<file path="src/rtl/ctr_irq_status.sv">
module ctr_irq_status #(
  parameter int N_CTR  = 6,
  parameter int DATA_W = 8
) (
  input  logic              clk,
  input  logic              rst_n,
  input  logic [N_CTR-1:0]  ctr_evt,
  input  logic              shadow_evt,
  input  logic [N_CTR:0]    ien,
  input  logic              rd_stat,
  input  logic              rd_shadow,
  output logic [DATA_W-1:0] rd_data,
  output logic              irq
);
  localparam int SHD  = N_CTR;
  localparam int ST_W = N_CTR + 1;

  logic [ST_W-1:0] stat, stat_nxt;

  assign stat_nxt[N_CTR-1:0] = (rd_stat ? '0 : stat[N_CTR-1:0]) | ctr_evt;
  assign stat_nxt[SHD]       = (stat[SHD] & ~rd_shadow) | shadow_evt;

  always_ff @(posedge clk) begin
    if (!rst_n) begin
      stat    <= '0;
      irq     <= 1'b0;
      rd_data <= '0;
    end else begin
      stat <= stat_nxt;
      irq  <= |(stat & ien);
      if (rd_stat) rd_data <= DATA_W'(stat);
    end
  end
endmodule


</file>
<file path="config.mk">
export PLATFORM = sky130hd
export DESIGN_NAME = ctr_irq_status
export DESIGN_NICKNAME = d
export VERILOG_FILES = /design/src/rtl/ctr_irq_status.sv
export SDC_FILE = /design/constraint.sdc
export NUM_CORES = 1
export LEC_CHECK = 0
export BUFFER_PORTS_ARGS = -buffer_cell sky130_fd_sc_hd__buf_2
export CAP_MARGIN = 20
export CORE_AREA = 10 10 47 49
export CTS_BUF_LIST = sky130_fd_sc_hd__clkbuf_4 sky130_fd_sc_hd__clkbuf_8
export CTS_CLUSTER_SIZE = 20
export DETAILED_ROUTE_END_ITERATION = 10
export DIE_AREA = 0 0 57 59
export PLACE_DENSITY_LB_ADDON = 0.25
export SYNTH_ARGS = -nofsm -noshare
export SYNTH_HDL_FRONTEND = slang
export SYNTH_SLANG_ARGS = --single-unit
export TNS_END_PERCENT = 20
</file>
<file path="constraint.sdc">
create_clock -name clk -period 0.99 [get_ports clk]
set_input_delay 0.099 -clock clk [delete_from_list [all_inputs] [get_ports clk]]
set_output_delay 0.099 -clock clk [all_outputs]
set_load 0.02 [all_outputs]
</file>
==> flow_summary_export.csv, run 1 <==
group,metric,value,unit
outcome,outcome,"finished, final reports clean",
layout,mostFrequentLayoutCells,"buf_2, dfxtp_1, mux2i_1, nor2_1, o21a_1",
timing,fmax,1120,MHz
die,row_count,14,
place,placedCellCount,91,
yosys,flop_and_latch_count_out_of_synthesis,15,
layout,layout-area-overhead-vs-synth,28.0,%
place,hpwlAfterDp,1.03,mm
pwr,combinational_group_share_of_total_power,13.8,%
clocking,ctsRootBufferMaster,"clkbuf_4",
setup_path,reg2regPathDepth,2,
layout,finalNetCount,98,
pwr,power.switching,284,uW
die,core_region_area,1400,sq um
global_routing,grt_overflow_total,0,
layout,drive_gt1_share,38.0,%
die,die_w,57,um
pwr,clock_power_share,29.0,%
detailed_routing,drt-vias-per-instance,4.72,
clocking,cts.reportedPaths.clkPinSlew,0.09,ns
layout,layout.cells.non_filler,95,
place,port_buffers,25,
layout,filler_cell_count,156,
detailed_routing,drt-wirelength-per-cell,13.3,um
timing,fin_worst_skew,0.00557,ns
clocking,cts_made_buffers,3,
die,die_height,59,um
pwr,fin_total_pwr,1150,uW
pwr,powerDensity,1610,nW/um^2
layout,ff_latch_area,300,sq um
setup_path,worstSetupEndpointType,"flip-flop",
setup_path,worst-setup-path-type,"flip-flop to flip-flop",
clocking,clk_path_buf_depth,2,
detailed_routing,drt-pass1-iter-count,4,
clocking,htree_levels,1,
detailed_routing,final_antenna_net_count,0,
clocking,cts_hold_repair.buffers,0,
timing,report.final.slew_viol_count,0,
die,io_pins,27,
timing,setup-tns-final,0,ns
pwr,p_int,867,uW
hold_path,class_of_the_most_critical_hold_timing_path,"primary input to flip-flop",
flow_run,cap_viol_max_count,0,
layout,layout.core_utilization,51.1,%
layout,final_common_cell,"buf_2",
global_routing,grt_antenna_before_repair,0,
pwr,sw_share,24.7,%
yosys,synth_area_per_cell,10.8,sq um
hold_path,hold_path_depth,2,
yosys,total_number_of_yosys_warnings,0,
die,die_area,3360,sq um
global_routing,grt_first_pass_wirelength,2.03,mm
pwr,peakVddDrop,0.933,mV
timing,finalWorstPathRequiredPeriod,0.896,ns
global_routing,grt_pass1_vias,487,
global_routing,largest_net_degree_at_the_start_of_global_routing,10,
die,floorplan.initialDensity,39.9,%
timing,setup_repair_after_global_routing_missed_its_margin,"no",
layout,multiInputGateArea,231,sq um
setup_path,critical_path_startpoint_category,"flip-flop",
yosys,syn_inst,52,
timing,layout_worst_path_cycle_share,90.5,%
clocking,clock_insertion_delay_worst_skew,0.28,ns
clocking,clkSinkCount,15,
clocking,cts.repair_timing.setup_buffer_count,0,
detailed_routing,detail_route.iter0.violations,3,
yosys,post_synth_num_cell_types,14,
yosys,mappedNetlistNets,70,
layout,antenna_diode_count,0,
clocking,cts_resized,0,
global_routing,gr-usage-all-layers,7.66,%
setup_path,worstPathRequired,1.15,ns
timing,final_hold_vios,0,
yosys,yosysSeqAreaShare,53.7,%
setup_path,critPathArrivalTime,1.06,ns
setup_path,worstPathMaxFanout,3,
timing,finalSetupViolCount,0,
detailed_routing,routed-via-count,448,
yosys,synth_area,559,sq um
detailed_routing,detail_route.wirelength,1.26,mm
timing,fin_hold_ws,0.0206,ns
detailed_routing,drc_errors,0,
clocking,tritoncts,"yes",
place,rd_place_congestion,0.650,
pwr,seqPwrFrac,57.2,%
pwr,total_leakage_power,0.000367,uW
==> layout make-up <==
cell class | count | share of cell area, %
inverter | 1 | 0.524
clock buffer | 3 | 3.15
sequential | 15 | 42.0
clock inverter | 1 | 0.699
timing repair buffer | 26 | 18.5
tap | 16 | 2.80
multi-input combinational | 33 | 32.3
==> cell families after synthesis <==
family,Yosys count,share of synthesized area [%]
AOI/OAI and AO/OA,11,15.0
buffers and inverters,4,4.92
DFF,15,53.7
muxes,7,12.5
other,1,0.670
and+or+nand+nor,14,13.2
==> cells in the mapped netlist <==
master | number | area share (%)
a222oi_1 | 1 | 1.8
a22oi_1 | 2 | 2.7
a31oi_1 | 1 | 1.1
and2b_1 | 3 | 4.0
buf_2 | 1 | 0.89
buf_4 | 1 | 1.3
buf_6 | 1 | 2.0
conb_1 | 1 | 0.67
dfxtp_1 | 15 | 54
inv_1 | 1 | 0.67
mux2i_1 | 7 | 13
nor2_1 | 7 | 4.7
nor2b_1 | 4 | 4.5
o21a_1 | 7 | 9.4
==> metal layers <==
layer | GRT usage [%] | vias to the layer above | share of wire (%)
li1 | - | 230 | -
met1 | 7.38 | 202 | 40
met2 | 12.4 | 14 | 49
met3 | 5.58 | 2 | 9.0
met4 | 3.02 | 0 | 0.95
met5 | 0 | - | 0
==> state kept, by name (all words and copies together) (netlist names) <==
name	count
stat	7
irq	1
rd_data	7
==> power groups by stage <==
stage | combinational (uW) | clock [uW] | sequential [uW]
after floorplan | 79.5 | 0 | 691
after global placement | 157 | 0 | 672
after detailed placement | 160 | 0 | 673
after CTS | 161 | 349 | 659
after global routing | 174 | 378 | 664
final | 158 | 334 | 659
==> worst max-delay path, cell delays in order, from the launching register on <==
cell      delay (ns)
dfxtp_1         0.33
a222oi_1        0.31
a31oi_1         0.14
==> final timing paths <==
kind / from / endpoint / slack (ns)
worst min-delay path: ctr_evt[4] / stat[4]$_SDFF_PN0_ / 0.02
worst max register to register: stat[3]$_SDFF_PN0_ / irq$_SDFF_PN0_ / 0.09
worst min register to register: rd_data[0]$_SDFFE_PN0P_ / rd_data[0]$_SDFFE_PN0P_ / 0.49
worst max-delay path: stat[3]$_SDFF_PN0_ / irq$_SDFF_PN0_ / 0.09
==> metrics by stage <==
| step | worst slack (ns) | area [sq um] |
|---|---|---|
| global route | 0.00975 | 716 |
| finish | 0.0936 | 716 |
| floorplan | 0.173 | 559 |
| CTS | 0.0833 | 716 |
| detailed placement | 0.100 | 688 |
| global placement | 0.139 | 688 |
No activity file was read; power rests on OpenSTA's default activity.
==> run 2, diff against run 1 <==
==> constraint.sdc (replaced) <==
create_clock -name clk -period 0.99 [get_ports clk]
set_input_delay 0.198 -clock clk [delete_from_list [all_inputs] [get_ports clk]]
set_output_delay 0.198 -clock clk [all_outputs]
set_load 0.02 [all_outputs]
==> flow_summary_export.csv, run 2 (synthesized netlist as in run 1, its figures left out) <==
group,metric,value,unit
die,floorplan.initialDensity,39.9,%
die,die_w,57,um
layout,top_regs,"rd_data (7), stat (7), irq (1)",
hold_path,class_of_the_most_critical_hold_timing_path,"primary input to flip-flop",
detailed_routing,routed-via-count,455,
place,hpwlAfterDp,1.08,mm
setup_path,cp_bufs_invs,1,
setup_path,worst-setup-path-type,"flip-flop to output port",
timing,setup_repair_after_global_routing_missed_its_margin,"no",
pwr,powerDensity,1530,nW/um^2
timing,report.final.slew_viol_count,0,
outcome,outcome,"finished, final reports clean",
timing,finalWorstPathRequiredPeriod,0.953,ns
detailed_routing,detail_route.wirelength,1.35,mm
layout,antenna_diode_count,0,
layout,ff_latch_area,310,sq um
global_routing,gr-usage-all-layers,8.24,%
setup_path,worstPathRequired,0.79,ns
timing,finalSetupViolCount,0,
clocking,cts_hold_repair.buffers,0,
detailed_routing,detail_route.iter0.violations,3,
global_routing,grt_first_pass_wirelength,2.15,mm
clocking,cts.repair_timing.setup_buffer_count,0,
global_routing,largest_net_degree_at_the_start_of_global_routing,10,
clocking,clock_insertion_delay_worst_skew,0.28,ns
layout,final_common_cell,"buf_2",
setup_path,critical-path-max-stage-delay,0.33,ns
flow_run,cap_viol_max_count,0,
layout,mostFrequentLayoutCells,"buf_2, dfxtp_2",
layout,finalNetCount,100,
setup_path,critical_path.slowest_cell,"dfxtp_2",
detailed_routing,drt-vias-per-instance,4.69,
timing,fin_worst_skew,0.00720,ns
clocking,ctsRootBufferMaster,"clkbuf_4",
die,die_height,59,um
timing,fmax,1050,MHz
global_routing,grt_overflow_total,0,
setup_path,timing.critical_path.cells,"buf_4",
pwr,total_leakage_power,0.000383,uW
pwr,peakVddDrop,0.905,mV
die,die_area,3360,sq um
setup_path,critical_path_startpoint_category,"flip-flop",
layout,drive_gt1_share,49.4,%
setup_path,cpLargestDelayFamily,"flip-flops",
layout,filler_cell_count,144,
die,io_pins,27,
detailed_routing,drt-pass1-iter-count,4,
clocking,cts_made_buffers,3,
clocking,htree_levels,1,
detailed_routing,final_antenna_net_count,0,
clocking,clk_path_buf_depth,2,
detailed_routing,drt-wirelength-per-cell,14.0,um
place,port_buffers,25,
layout,layout.core_utilization,55.4,%
die,core_region_area,1400,sq um
clocking,cts.reportedPaths.clkPinSlew,0.09,ns
timing,setup-tns-final,0,ns
layout,layout-area-overhead-vs-synth,38.7,%
die,row_count,14,
setup_path,worstSetupEndpointType,"output port",
place,rd_place_congestion,0.629,
timing,layout_worst_path_cycle_share,96.2,%
detailed_routing,drc_errors,0,
clocking,clkSinkCount,15,
setup_path,critPathArrivalTime,0.75,ns
global_routing,grt_pass1_vias,510,
global_routing,grt_antenna_before_repair,0,
layout,multiInputGateArea,231,sq um
setup_path,worstPathMaxFanout,1,
clocking,tritoncts,"yes",
timing,final_hold_vios,0,
run 2: cell count changes in the layout (fill, tap and decap cells not counted):
cell	previous run	this run
dfxtp_1	15	7
dfxtp_2	0	8
buf_2	25	17
buf_6	0	4
buf_4	1	7
run 2: repair_timing:
item,CTS,global route
pin swaps,0,0
setup endpoints to repair,6,8
gates resized for setup,9,11
cloned,0,0
run 2: final timing paths:
check / startpoint / to / slack, ns / cells past startpoint
max: irq$_SDFF_PN0_ / irq / 0.04 / 1
min: ctr_evt[4] / stat[4]$_SDFF_PN0_ / 0.12 / 2
max reg2reg: stat[3]$_SDFF_PN0_ / irq$_SDFF_PN0_ / 0.13 / 2
min reg2reg: rd_data[1]$_SDFFE_PN0P_ / rd_data[1]$_SDFFE_PN0P_ / 0.49 / 2
run 2: routing by layer:
metal | global-route usage (%) | up-vias | share of wire [%]
met5 | 0 | - | 0
met4 | 6.04 | 0 | 0.96
met3 | 2.79 | 2 | 5.3
met2 | 14.0 | 12 | 54
met1 | 8.27 | 207 | 40
li1 | - | 234 | -
run 2: layout make-up:
type / instances / area share, %
multi-input cells: 33 / 29.8
inverters: 1 / 0.484
flip-flops and latches: 15 / 40.0
clock inverters: 1 / 0.645
repair buffers: 28 / 23.5
well taps: 16 / 2.58
clock buffers: 3 / 2.90
run 2: through the flow:
| stage | cells | power, uW | hold slack, ns | cell area [sq um] | setup slack [ns] |
|---|---|---|---|---|---|
| 2_1_floorplan | 52 | 771 | 0.322 | 559 | 0.173 |
| 3_3_place_gp | 93 | 836 | 0.406 | 703 | 0.124 |
| 6_report | 97 | 1190 | 0.118 | 776 | 0.0371 |
| 3_5_place_dp | 93 | 841 | 0.410 | 703 | 0.101 |
| 4_1_cts | 97 | 1200 | 0.109 | 749 | 0.00217 |
| 5_1_grt | 97 | 1260 | 0.107 | 776 | 0.00207 |
run 2: power breakdown:
part | leakage [uW] | total (uW) | internal (uW) | switching [uW]
Sequential | 0.000127 | 665 | 643 | 22.7
Clock | 0.0000177 | 348 | 150 | 198
Combinational | 0.000238 | 177 | 97.4 | 79.8
Total | 0.000383 | 1190 | 890 | 300
==> run 3, diff against run 2 <==
SETUP_SLACK_MARGIN = 0.2   (was default)
==> flow_summary_export.csv, run 3 (synthesized netlist as in run 1, its figures left out) <==
group,metric,value,unit
setup_path,critPathArrivalTime,0.75,ns
detailed_routing,drt-pass1-iter-count,4,
global_routing,grt_antenna_before_repair,0,
setup_path,timing.critical_path.cells,"buf_6",
place,hpwlAfterDp,1.08,mm
pwr,total_leakage_power,0.000398,uW
place,port_buffers,25,
layout,top_regs,"rd_data (7), stat (7), irq (1)",
layout,mostFrequentLayoutCells,"buf_2, dfxtp_2, buf_6",
layout,final_design_area_no_fill,806,sq um
clocking,ctsRootBufferMaster,"clkbuf_4",
setup_path,setup.reg_to_reg.worst_slack,0.13,ns
timing,finalSetupViolCount,0,
timing,setup-tns-final,0,ns
global_routing,gr-usage-all-layers,8.37,%
flow_run,cap_viol_max_count,0,
timing,finalWorstPathRequiredPeriod,0.950,ns
die,io_pins,27,
hold_path,holdCritStartpoint,"ctr_evt[4]",
setup_path,critical-path-max-stage-delay,0.35,ns
hold_path,timing.hold.worst_endpoint,"stat[4]$_SDFF_PN0_",
global_routing,grt_overflow_total,0,
setup_path,cpLargestDelayFamily,"flip-flops",
layout,drive_gt1_share,50.6,%
global_routing,grt_first_pass_wirelength,2.17,mm
die,die_area,3360,sq um
setup_path,worstPathRequired,0.79,ns
setup_path,cp_bufs_invs,1,
detailed_routing,drc_errors,0,
clocking,clk_path_buf_depth,2,
detailed_routing,detail_route.wirelength,1.37,mm
timing,final_hold_vios,0,
die,die_height,59,um
place,rd_place_congestion,0.629,
layout,finalNetCount,102,
die,die_w,57,um
timing,layout_worst_path_cycle_share,95.9,%
detailed_routing,drt-vias-per-instance,4.69,
die,floorplan.initialDensity,39.9,%
clocking,cts.reportedPaths.clkPinSlew,0.09,ns
layout,layout-area-overhead-vs-synth,44.1,%
setup_path,critical_path.slowest_cell,"dfxtp_2",
timing,report.final.slew_viol_count,0,
setup_path,reg2regPathDepth,2,
detailed_routing,drt-wirelength-per-cell,13.8,um
layout,layout.core_utilization,57.5,%
timing,fin_worst_skew,0.00755,ns
detailed_routing,detail_route.iter0.violations,3,
clocking,htree_levels,1,
detailed_routing,final_antenna_net_count,0,
setup_path,worst-setup-path-type,"flip-flop to output port",
clocking,clock_insertion_delay_worst_skew,0.28,ns
setup_path,crit-reg2reg-capture,"irq$_SDFF_PN0_",
detailed_routing,routed-via-count,464,
clocking,cts_made_buffers,3,
place,placedInstanceArea,703,sq um
outcome,outcome,"finished, final reports clean",
clocking,tritoncts,"yes",
setup_path,r2r-start,"stat[3]$_SDFF_PN0_",
die,row_count,14,
timing,fmax,1050,MHz
global_routing,largest_net_degree_at_the_start_of_global_routing,10,
layout,antenna_diode_count,0,
die,core_region_area,1400,sq um
hold_path,hold_path_depth,2,
layout,final_common_cell,"buf_2",
pwr,powerDensity,1490,nW/um^2
setup_path,critical_path_startpoint_category,"flip-flop",
setup_path,worstPathMaxFanout,2,
timing,setup_repair_after_global_routing_missed_its_margin,"yes",
clocking,clkSinkCount,15,
setup_path,worstSetupEndpointType,"output port",
hold_path,class_of_the_most_critical_hold_timing_path,"primary input to flip-flop",
pwr,peakVddDrop,0.907,mV
global_routing,grt_pass1_vias,525,
run 3: what timing repair did:
| action | in CTS | in global routing |
|---|---|---|
| setup buffers | 2 | 0 |
| endpoints found under the hold margin | 0 | 0 |
| resized for setup | 23 | 1 |
| setup endpoints to repair | 9 | 10 |
| hold buffers | 0 | 0 |
| pin swaps | 0 | 0 |
run 3: final cells by class:
class / count / area, sq um
Clock buffer: 3 / 22.5
Clock inverter: 1 / 5.00
Fill cell: 137 / 596
Inverter: 1 / 3.75
Multi-Input combinational cell: 33 / 231
Sequential cell: 15 / 310
Tap cell: 16 / 20.0
Timing Repair Buffer: 30 / 213
run 3: metrics by stage:
step	hold slack (ns)	instances	power, uW	setup slack [ns]
global placement	0.406	93	836	0.124
CTS	0.109	99	1220	0.0264
finish	0.118	99	1200	0.0403
detailed placement	0.410	93	841	0.101
floorplan	0.322	52	771	0.173
global route	0.106	99	1280	0.00327
run 3: power by group:
group | internal, uW | total, uW | switching, uW
Combinational | 107 | 188 | 80.9
Clock | 150 | 348 | 198
Sequential | 643 | 667 | 24.3
Total | 900 | 1200 | 303
run 3: worst max path at each step:
stage	from	endpoint	slack, ns	cells past startpoint
final	rd_data[2]$_SDFFE_PN0P_	rd_data[2]	0.04	1
after global routing	rd_data[2]$_SDFFE_PN0P_	rd_data[2]	0.003	1
after CTS	rd_data[2]$_SDFFE_PN0P_	rd_data[2]	0.03	1
after detailed placement	rd_stat	rd_data[4]$_SDFFE_PN0P_	0.10	4
after global placement	rd_stat	rd_data[6]$_SDFFE_PN0P_	0.12	4
after floorplan	stat[3]$_SDFF_PN0_	irq$_SDFF_PN0_	0.17	2
run 3: layer usage:
metal	GRT usage (%)	vias to the layer above	part of all wire [%]
met2	14.4	12	53
met5	0	-	0
met3	2.79	2	5.1
met4	6.04	0	0.95
met1	8.27	214	40
li1	-	236	-
